===== src/rtl/sbus_regfile.sv =====
module sbus_regfile #(
  parameter int ADDR_W   = 16,
  parameter int DATA_W   = 32,
  parameter int NUM_REGS = 8,
  parameter int WAIT_CYC = 3
) (
  input  logic                clk,
  input  logic                rst_n,
  input  logic                bus_start,
  input  logic                bus_rnw,
  input  logic [ADDR_W-1:0]   bus_addr,
  input  logic [DATA_W/8-1:0] bus_be,
  input  logic [DATA_W-1:0]   bus_wdata,
  output logic [DATA_W-1:0]   bus_rdata,
  output logic                bus_done,
  output logic                bus_err
);
  localparam int BYTES = DATA_W / 8;
  localparam int LSB   = $clog2(BYTES);
  localparam int IDX_W = ADDR_W - LSB;
  localparam int SEL_W = (NUM_REGS > 1) ? $clog2(NUM_REGS) : 1;
  localparam int CNT_W = (WAIT_CYC > 1) ? $clog2(WAIT_CYC) : 1;
  localparam logic [IDX_W:0] NREG = NUM_REGS[IDX_W:0];
  localparam logic [CNT_W-1:0] LAST = CNT_W'(WAIT_CYC - 1);

  logic [DATA_W-1:0] regs [NUM_REGS];
  logic [CNT_W-1:0]  cnt;
  logic [DATA_W-1:0] lane_mask;

  wire [IDX_W-1:0] idx      = bus_addr[ADDR_W-1:LSB];
  wire [SEL_W-1:0] sel      = idx[SEL_W-1:0];
  wire             in_range = {1'b0, idx} < NREG;
  wire             fire     = bus_start && !bus_done && (cnt == LAST);

  for (genvar b = 0; b < BYTES; b++) begin : g_mask
    assign lane_mask[8*b +: 8] = {8{bus_be[b]}};
  end

  always_ff @(posedge clk or negedge rst_n) begin
    if (!rst_n)                       cnt <= '0;
    else if (!bus_start || bus_done)  cnt <= '0;
    else if (cnt == LAST)             cnt <= '0;
    else                              cnt <= cnt + 1'b1;
  end

  always_ff @(posedge clk or negedge rst_n) begin
    if (!rst_n) begin
      bus_done  <= 1'b0;
      bus_err   <= 1'b0;
      bus_rdata <= '0;
    end else begin
      bus_done  <= fire;
      bus_err   <= fire && !in_range;
      bus_rdata <= (fire && in_range && bus_rnw) ? (regs[sel] & lane_mask) : '0;
    end
  end

  always_ff @(posedge clk or negedge rst_n) begin
    if (!rst_n) begin
      for (int r = 0; r < NUM_REGS; r++) regs[r] <= '0;
    end else if (fire && in_range && !bus_rnw) begin
      for (int b = 0; b < BYTES; b++)
        if (bus_be[b]) regs[sel][8*b +: 8] <= bus_wdata[8*b +: 8];
    end
  end


  done_pulse_chk: assert property (@(posedge clk) disable iff (!rst_n)
    bus_done |=> !bus_done);

  done_after_start_chk: assert property (@(posedge clk) disable iff (!rst_n)
    bus_done |-> $past(bus_start));

  err_in_done_chk: assert property (@(posedge clk) disable iff (!rst_n)
    bus_err |-> bus_done);

  rdata_idle_chk: assert property (@(posedge clk) disable iff (!rst_n)
    !bus_done |-> (bus_rdata == '0));

  err_rdata_chk: assert property (@(posedge clk) disable iff (!rst_n)
    bus_err |-> (bus_rdata == '0));
endmodule


===== config.mk =====
export PLATFORM = sky130hd
export DESIGN_NAME = sbus_regfile
export DESIGN_NICKNAME = d
export VERILOG_FILES = /design/src/rtl/sbus_regfile.sv
export SDC_FILE = /design/constraint.sdc
export NUM_CORES = 1
export LEC_CHECK = 0
export ABC_AREA = 0
export CAP_MARGIN = 20
export CELL_PAD_IN_SITES_DETAIL_PLACEMENT = 2
export CELL_PAD_IN_SITES_GLOBAL_PLACEMENT = 2
export CORE_MARGIN = 5
export CORE_UTILIZATION = 46
export CTS_CLUSTER_DIAMETER = 30
export DETAILED_ROUTE_END_ITERATION = 6
export HOLD_SLACK_MARGIN = 0.05
export PLACE_DENSITY_LB_ADDON = 0.1
export REMOVE_ABC_BUFFERS = 1
export SLEW_MARGIN = 20
export SYNTH_ARGS = -nofsm -noshare
export SYNTH_HDL_FRONTEND = slang
export SYNTH_SLANG_ARGS = --single-unit

===== constraint.sdc =====
create_clock -name clk -period 6.9 [get_ports clk]
set_clock_uncertainty 0.2 [all_clocks]
set_input_delay 1.035 -clock clk [delete_from_list [all_inputs] [get_ports clk]]
set_output_delay 1.035 -clock clk [all_outputs]
set_load 0.02 [all_outputs]

# Word level (Yosys, flattened, before mapping)
# Index checks and enable logic that the tools add are counted.
dict set report word_totals {
  register_bits 292
  inputBits 56
  out_inout_bits 34
  wordCells 56
}
dict set report classes {
  add_sub_neg 1
  magnitude_cmp 3
  n_eq_ne 1
  n_mux 25
  bitwise 2
  reduce_logical 12
}
# operator n
set op_table {}
lappend op_table {{2-to-1 mux 256 bit} 7}
lappend op_table {{bitwise mux 256 bit} 4}
lappend op_table {{demux 32 bit (select 3 bit)} 4}
lappend op_table {{2-to-1 mux 32 bit} 4}
lappend op_table {{binary-select mux 32 bit (select 3 bit)} 1}
lappend op_table {{bitwise AND 32 bit} 1}
lappend op_table {{2-to-1 mux 24 bit} 1}
lappend op_table {{2-to-1 mux 16 bit} 1}
lappend op_table {{< comparator 14 x 4 -> 1 bit, second input constant} 1}
lappend op_table {{2-to-1 mux 8 bit} 1}
lappend op_table {{logical AND 1 bit} 7}
lappend op_table {{>= comparator 4 bit, second input constant} 1}
lappend op_table {{logical NOT 1 bit} 4}
lappend op_table {{< comparator 4 x 1 -> 1 bit, second input constant} 1}
lappend op_table {{2-to-1 mux 2 bit} 2}
lappend op_table {{inverter 3 -> 4 bit} 1}
lappend op_table {{adder 2 x 1 -> 2 bit, second input constant} 1}
lappend op_table {{== test 2 bit, second input constant} 1}
lappend op_table {{logical OR 1 bit} 1}

# Depth between registers and ports, before layout
# Gate-level depths: netlist of run 1.
dict set report depth {
  word_depth 16
  mapped_depth 7
  mapped_depth_nobuf 5
}

# Worst setup path before layout of run 1
# Ideal clock, no wire load.
dict set report synth_path {
  path_kind {in2reg}
  start {in bus_addr[9]}
  end {reg regs[40] (netlist name)}
  setup_ps 125
  t_arrival_ps 2890
  setup_slack_ps 3685
  path_stages 6
  cell_sequence {or4_1 -> or2_1 -> buf_6 -> buf_6 -> nor3_4 -> mux2_4}
}
dict set report synth_between {
  elab_chain_cells 3
}
# element line_no
set synth_lines {}
lappend synth_lines {{start, declared} 11} ;# input logic [ADDR_W-1:0] bus_addr,
lappend synth_lines {{< comparator 14 x 4 -> 1 bit} 32} ;# wire in_range = {1'b0, idx} < NREG;
lappend synth_lines {{logical AND 1 bit (2 in a row)} 61} ;# end else if (fire && in_range && !bus_rnw) begin
lappend synth_lines {{end signal, assigned by index} 63} ;# if (bus_be[b]) regs[sel][8*b +: 8] <= bus_wdata[8*b +: 8];
lappend synth_lines {{end, declared} 26} ;# logic [DATA_W-1:0] regs [NUM_REGS];
# No other way between the ends.
# A chain may end at the register's enable or synchronous reset.

# Worst setup path after layout of run 1
dict set report layout_path {
  start {in bus_addr[9]}
  end {reg bus_rdata[7]}
}
dict set report layout_between {
  elab_chain_cells 4
}
# element line_no
set layout_lines {}
lappend layout_lines {{< comparator 14 x 4 -> 1 bit} 32}
lappend layout_lines {{logical AND 1 bit (2 in a row)} 54} ;# bus_rdata <= (fire && in_range && bus_rnw) ? (regs[sel] & lane_mask) : '0;
lappend layout_lines {{2-to-1 mux 32 bit} 54}
lappend layout_lines {{end signal, assigned} 54}
lappend layout_lines {{end, declared} 14} ;# output logic [DATA_W-1:0] bus_rdata,
# No other way between the ends.

==> results.ini, run 1 <==
[clock_tree]
ctsResizeCount=0
path_clk_slew_ps=60
cts_sinks=292
clockBufferDepth=3
h-tree-depth=3
insertion_delay_ps=570
cts_setup_buffers=0
cts_hold_buf=0
cts_tree=built
numCtsBuffers=68
cts_root_buf=clkbuf_16

[power]
p_total_w=0.00525
peakVddDrop_v=0.000214
clockPowerShare_pct=64.3
power_density_nw_per_um2=324
switching_power_w=0.00120
p_int_w=0.00405
swShare_pct=22.8
seq_power_share_pct=32.8
combinationalPowerShare_pct=2.9
leakagePower_nw=7.71

[floorplan]
io_pins=90
num_rows=60
die_h_um=175
die_w_um=175
dieArea_um2=30600
design.core.area_um2=26900
initial_core_util_pct=46.6

[place]
dp_slack_ps=2450
dp_hpwl_um=22400
gp_congestion=0.761
port_buffers=87
place_area_um2=13800

[timing]
finalSetupViolCount=0
worst_pin_slew_ps=1120
period_share_pct=57.3
setup_tns_ps=0
drv_slew=0
period_minus_slack_ps=3950
postLayoutSetupSlackWorst_ps=2950
maxSlewHeadroom_pct=25.3
whs_ps=161
hold_viol=0
rsz0062_at_grt=false
fmax_mhz=253

[setup_path]
required_ps=7110
endpoint_kind=flip-flop
worstRegToRegCells=4
arrival_ps=4170
crit_path_max_fanout=8
rr_startpoint=bus_done
rrSetupSlack_ps=3610
worstSetupStartpointType=input pin
cp-startpoint=bus_addr[9]
r2r-end=bus_rdata[7]
crit_type=in2reg
cp-endpoint=bus_rdata[7]

[detailed_routing]
wl_per_cell_um=34.3
drt_iter0_markers=572
vias=8515
antenna_left=0
vias_per_cell=6.34
wirelength_um=46000
firstDrtPassIters=5
drc=0

[cells_and_area]
design_area_um2=16200
layout-drive-gt1-share_pct=42.7
n_antenna_cell=0
fin_nets=1005
area_growth_pct=29.4

[synth]
synth_compound_area_share_pct=9.95
synthDistinctLibCells=38
synthFlopType=dfrtp_1
synthMuxAreaShare_pct=23.7
ys_ff_latch=292
yosysWarnings=0
synth_top_family_by_area=multiplexers
synth-edff-count=0
synth_area_per_cell_um2=15.3
synth.cell_area_um2=12500
synth_cells=818
async_flop_share_pct=100
synthSimpleGateAreaFrac_pct=6.54
synth_fa_ha_area_share_pct=0
synth-xor-area-share_pct=0
seq_area_frac_synth_pct=58.3

[grt]
grt.total_usage_pct=30.1
grt_max_degree=158
grt_pass1_vias=10143
grt_pass1_wl_um=69200
grt-ovfl-total=0
antenna_found_initial=1

[run_status]
status=finished, final reports clean

[min_path]
min_path_type=in2async

[flow_run]
cap_violations=0

through the flow:
stage / instances / util, %
global route: 1343 / 60.3
global placement: 1218 / 51.3
CTS: 1341 / 60.1
floorplan: 779 / -
detailed placement: 1218 / 51.3
finish: 1343 / 60.3
power groups by stage:
stage | Combinational, W | Sequential (W) | Clock [W]
global route | 0.000164 | 0.00172 | 0.00352
global placement | 0.000138 | 0.00175 | 0
floorplan | 0.0000274 | 0.00175 | 0
CTS | 0.000151 | 0.00172 | 0.00341
detailed placement | 0.000147 | 0.00175 | 0
finish | 0.000154 | 0.00172 | 0.00338
sequential cells by signal, summed over array words and instances (netlist names):
name       count
regs         256
bus_rdata     32
cnt            2
bus_done       1
bus_err        1
critical path: stages:
cell	delay (ps)
clkdlybuf4s50_1	400
or4_1	600
nor4_1	890
nand3_1	710
a31oi_1	540
layout by cell type (no fill, tap or decap), types with 3 or more instances in the layout:
cell type / synthesis / layout
nor3_4: 32 / 33
inv_6: 0 / 3
clkinv_4: 0 / 3
clkinv_2: 1 / 9
mux2_1: 5 / 5
mux2_4: 24 / 24
mux2_2: 227 / 227
clkbuf_1: 34 / 10
a31oi_1: 25 / 25
a22oi_1: 78 / 78
a22o_1: 25 / 25
nand3_1: 5 / 5
a221oi_1: 25 / 25
dfrtp_1: 292 / 292
clkbuf_8: 0 / 8
a41oi_1: 7 / 7
nand4_4: 4 / 4
clkdlybuf4s50_1: 0 / 86
clkinvlp_4: 0 / 10
bufinv_16: 0 / 10
clkbuf_16: 0 / 69
buf_4: 2 / 10
nand2_1: 3 / 3
synthesized netlist by cell type (2+ instances only):
cell type / number / area [um^2]
or3b_2: 2 / 17.5
dfrtp_1: 292 / 7310
a22o_1: 25 / 219
mux2_4: 24 / 360
nor3_4: 32 / 521
nand4_4: 4 / 85.1
mux2_2: 227 / 2560
a31oi_1: 25 / 156
clkbuf_1: 34 / 128
a41oi_1: 7 / 61.3
a22oi_1: 78 / 586
mux2_1: 5 / 56.3
nand3_1: 5 / 25.0
or2_2: 2 / 12.5
or3_1: 2 / 12.5
buf_4: 2 / 15.0
nor2_1: 3 / 11.3
nand2_1: 3 / 11.3
a221oi_1: 25 / 219
buf_6: 2 / 22.5
nor3b_1: 2 / 15.0
worst min path at each step:
stage / start / end / slack, ps / cells after the start
finish: rst_n / regs[213] / 160 / 1
global placement: cnt[0] / cnt[0] / 230 / 1
floorplan: cnt[0] / cnt[0] / 220 / 1
CTS: cnt[0] / cnt[0] / 290 / 1
global route: rst_n / bus_rdata[25] / 170 / 1
detailed placement: cnt[0] / cnt[0] / 260 / 1
area by class of cell:
cell class / instances / area (um^2)
clock buffer: 87 / 1870
inverter: 3 / 12.5
sequential: 292 / 7310
timing repair buffer: 100 / 1010
tap: 341 / 427
fill: 2212 / 10700
clock inverter: 36 / 500
multi-input combinational: 484 / 5070
per-layer routing:
layer | vias up | wire, um | track usage (%)
met1 | 4658 | 19100 | 37.7
met4 | 2 | 1250 | 10.3
met3 | 109 | 2150 | 5.97
met2 | 286 | 23500 | 52.3
met5 | - | 13 | 0
li1 | 3460 | - | -
kinds of logic after synthesis:
family                 after synthesis
flip-flops                         292
multiplexers                       256
AO/OA/AOI/OAI                      161
AND/OR/NAND/NOR                     67
buffers and inverters               42
No activity file was read; power rests on OpenSTA's default activity.
==> inputs of run 2 (changes only) <==
--- a/config.mk
+++ b/config.mk
@@ -10,7 +10,7 @@
 export CELL_PAD_IN_SITES_DETAIL_PLACEMENT = 2
 export CELL_PAD_IN_SITES_GLOBAL_PLACEMENT = 2
 export CORE_MARGIN = 5
-export CORE_UTILIZATION = 46
+export CORE_UTILIZATION = 43
 export CTS_CLUSTER_DIAMETER = 30
 export DETAILED_ROUTE_END_ITERATION = 6
 export HOLD_SLACK_MARGIN = 0.05
==> constraint.sdc (replaced) <==
create_clock -name clk -period 3.8 [get_ports clk]
set_clock_uncertainty 0.2 [all_clocks]
set_input_delay 0.57 -clock clk [delete_from_list [all_inputs] [get_ports clk]]
set_output_delay 0.57 -clock clk [all_outputs]
set_load 0.02 [all_outputs]
==> run 2 against run 1 <==
Non-clock buffer count increased by 43. First-iteration DRC count fell by 10%. Register-to-register slack lost 2500 ps. Largest power group unchanged. Global-route usage down 1.7 points. Clock power rose by 91%. Sequential share of layout area fell by 1.5 points. Critical endpoint unchanged.
==> results.ini, run 2 (same netlist as run 1, synthesis figures left out) <==
[timing]
fmax_mhz=332
setup_tns_ps=0  ; unchanged
drv_slew=0  ; unchanged
maxSlewHeadroom_pct=31.7  ; +6.5 points
period_share_pct=79.2
worst_pin_slew_ps=1020  ; -96.8 ps
period_minus_slack_ps=3010
finalSetupViolCount=0  ; unchanged
rsz0062_at_grt=false
hold_viol=0  ; unchanged

[cells_and_area]
regMostFlops=regs
largest_reg_flops=256  ; unchanged
layout-drive-gt1-share_pct=45.9  ; +3.2 points
area_growth_pct=33.7
fin_cells=1436  ; +6.9%
fin_nets=1051  ; +4.6%
final_common_cell=dfrtp_1
n_antenna_cell=0  ; unchanged
top_regs=regs x256, bus_rdata x32, cnt x2
fin_util_pct=58.4  ; -1.9 points
final_cell_mix=292 x dfrtp_1, 227 x mux2_2, 86 x clkdlybuf4s50_1, 78 x a22oi_1, 73 x clkbuf_16

[setup_path]
slowest_stage=or4_1
crit_type=in2reg
worstSetupStartpointType=input pin
required_ps=4020  ; -3090 ps
cpPeakStageDelay_ps=610  ; -280 ps
crit_path_max_fanout=8  ; unchanged
endpoint_kind=flip-flop
path_cells=clkdlybuf4s50_1 -> or4_1 -> nor4_1 -> buf_4 -> nand3_1 -> a31oi_1
arrival_ps=3230  ; -940 ps

[floorplan]
design.core.area_um2=28700  ; +6.8%
die_h_um=181  ; +3.2%
dieArea_um2=32600  ; +6.6%
num_rows=62  ; +3.3%
io_pins=90  ; unchanged
die_w_um=181  ; +3.2%
initial_core_util_pct=43.6  ; -3.0 points

[place]
port_buffers=87  ; unchanged
dp_hpwl_um=23200  ; +3.6%
gp_congestion=0.805  ; +5.8%
dp_cells=1305  ; +7.1%

[detailed_routing]
antenna_left=0  ; unchanged
drc=0  ; unchanged
vias_per_cell=6.09  ; -3.9%
vias=8749  ; +2.7%
drt_iter0_markers=514  ; -10%
wl_per_cell_um=31.8  ; -7.1%
firstDrtPassIters=5  ; unchanged
wirelength_um=45700  ; -0.64%

[grt]
grt-ovfl-total=0  ; unchanged
grt_max_degree=85  ; -46%
grt_pass1_vias=10682  ; +5.3%
grt_pass1_wl_um=70600  ; +2.1%
antenna_found_initial=1  ; unchanged
grt.total_usage_pct=28.4  ; -1.7 points

[power]
peakVddDrop_v=0.000362  ; +69%
power_density_nw_per_um2=589  ; +82%
leakagePower_nw=8.05  ; +4.4%

[clock_tree]
numCtsBuffers=71  ; +4.4%
cts_tree=built
insertion_delay_ps=560  ; about the same
h-tree-depth=3  ; unchanged
ctsResizeCount=0  ; unchanged
clockBufferDepth=3  ; unchanged
cts_sinks=292  ; unchanged
cts_root_buf=clkbuf_16
path_clk_slew_ps=40  ; -20 ps

[run_status]
status=finished, final reports clean

[flow_run]
cap_violations=0  ; unchanged

[min_path]
min_path_type=reg2reg

run 2: per-layer routing:
layer | up-vias | global-route usage, % | share of wire [%]
met1 | 4723 | 35.4 | 41
met2 | 353 | 48.3 | 51
met5 | - | 0 | 0.024
li1 | 3546 | - | -
met4 | 2 | 12.6 | 3.6
met3 | 125 | 5.39 | 5.1
run 2: timing repair:
item / CTS / global route
hold endpoints to repair: 79 / 0
hold buffers: 1 / 0
setup buffers: 0 / 0
run 2: critical path: cells and delay by family:
| kind | cells | cell delay (ps) |
|---|---|---|
| simple gates | 3 | 1470 |
| compound gates | 1 | 530 |
| buf+inv | 2 | 660 |
run 2: power by group:
part | switching, W | internal (W) | total, W
Combinational | 0.000206 | 0.0000791 | 0.000285
Sequential | 0.00000277 | 0.00312 | 0.00312
Clock | 0.00202 | 0.00444 | 0.00646
Total | 0.00223 | 0.00764 | 0.00987
run 2: final timing paths:
check / slack [ps] / cells after the start / start / endpoint
max in group asynchronous: 2080 / 3 / rst_n / regs[79]
max reg2reg: 1080 / 5 / bus_done / bus_rdata[7]
min: 300 / 1 / cnt[0] / cnt[0]
max: 790 / 6 / bus_addr[9] / bus_rdata[7]
min in group asynchronous: 420 / 2 / rst_n / regs[248]
min reg2reg: 300 / 1 / cnt[0] / cnt[0]
run 2: layout make-up:
class	count	area (um^2)
multi-input cells	484	5060
clock buffers	93	2060
inverters	3	12.5
fillers	2477	12000
flip-flops and latches	292	7310
clock inverters	37	492
repair buffers	143	1340
well taps	384	480
run 2: per-stage QoR:
step | hold slack, ps | setup WS, ps | power (W) | area (um^2)
after CTS | 309 | 833 | 0.00995 | 16800
final | 301 | 789 | 0.00987 | 16800
after global placement | 234 | 454 | 0.00343 | 14200
after detailed placement | 242 | 424 | 0.00345 | 14200
after floorplan | 74.4 | 124 | 0.00322 | 12400
after global routing | 324 | 786 | 0.0102 | 16800
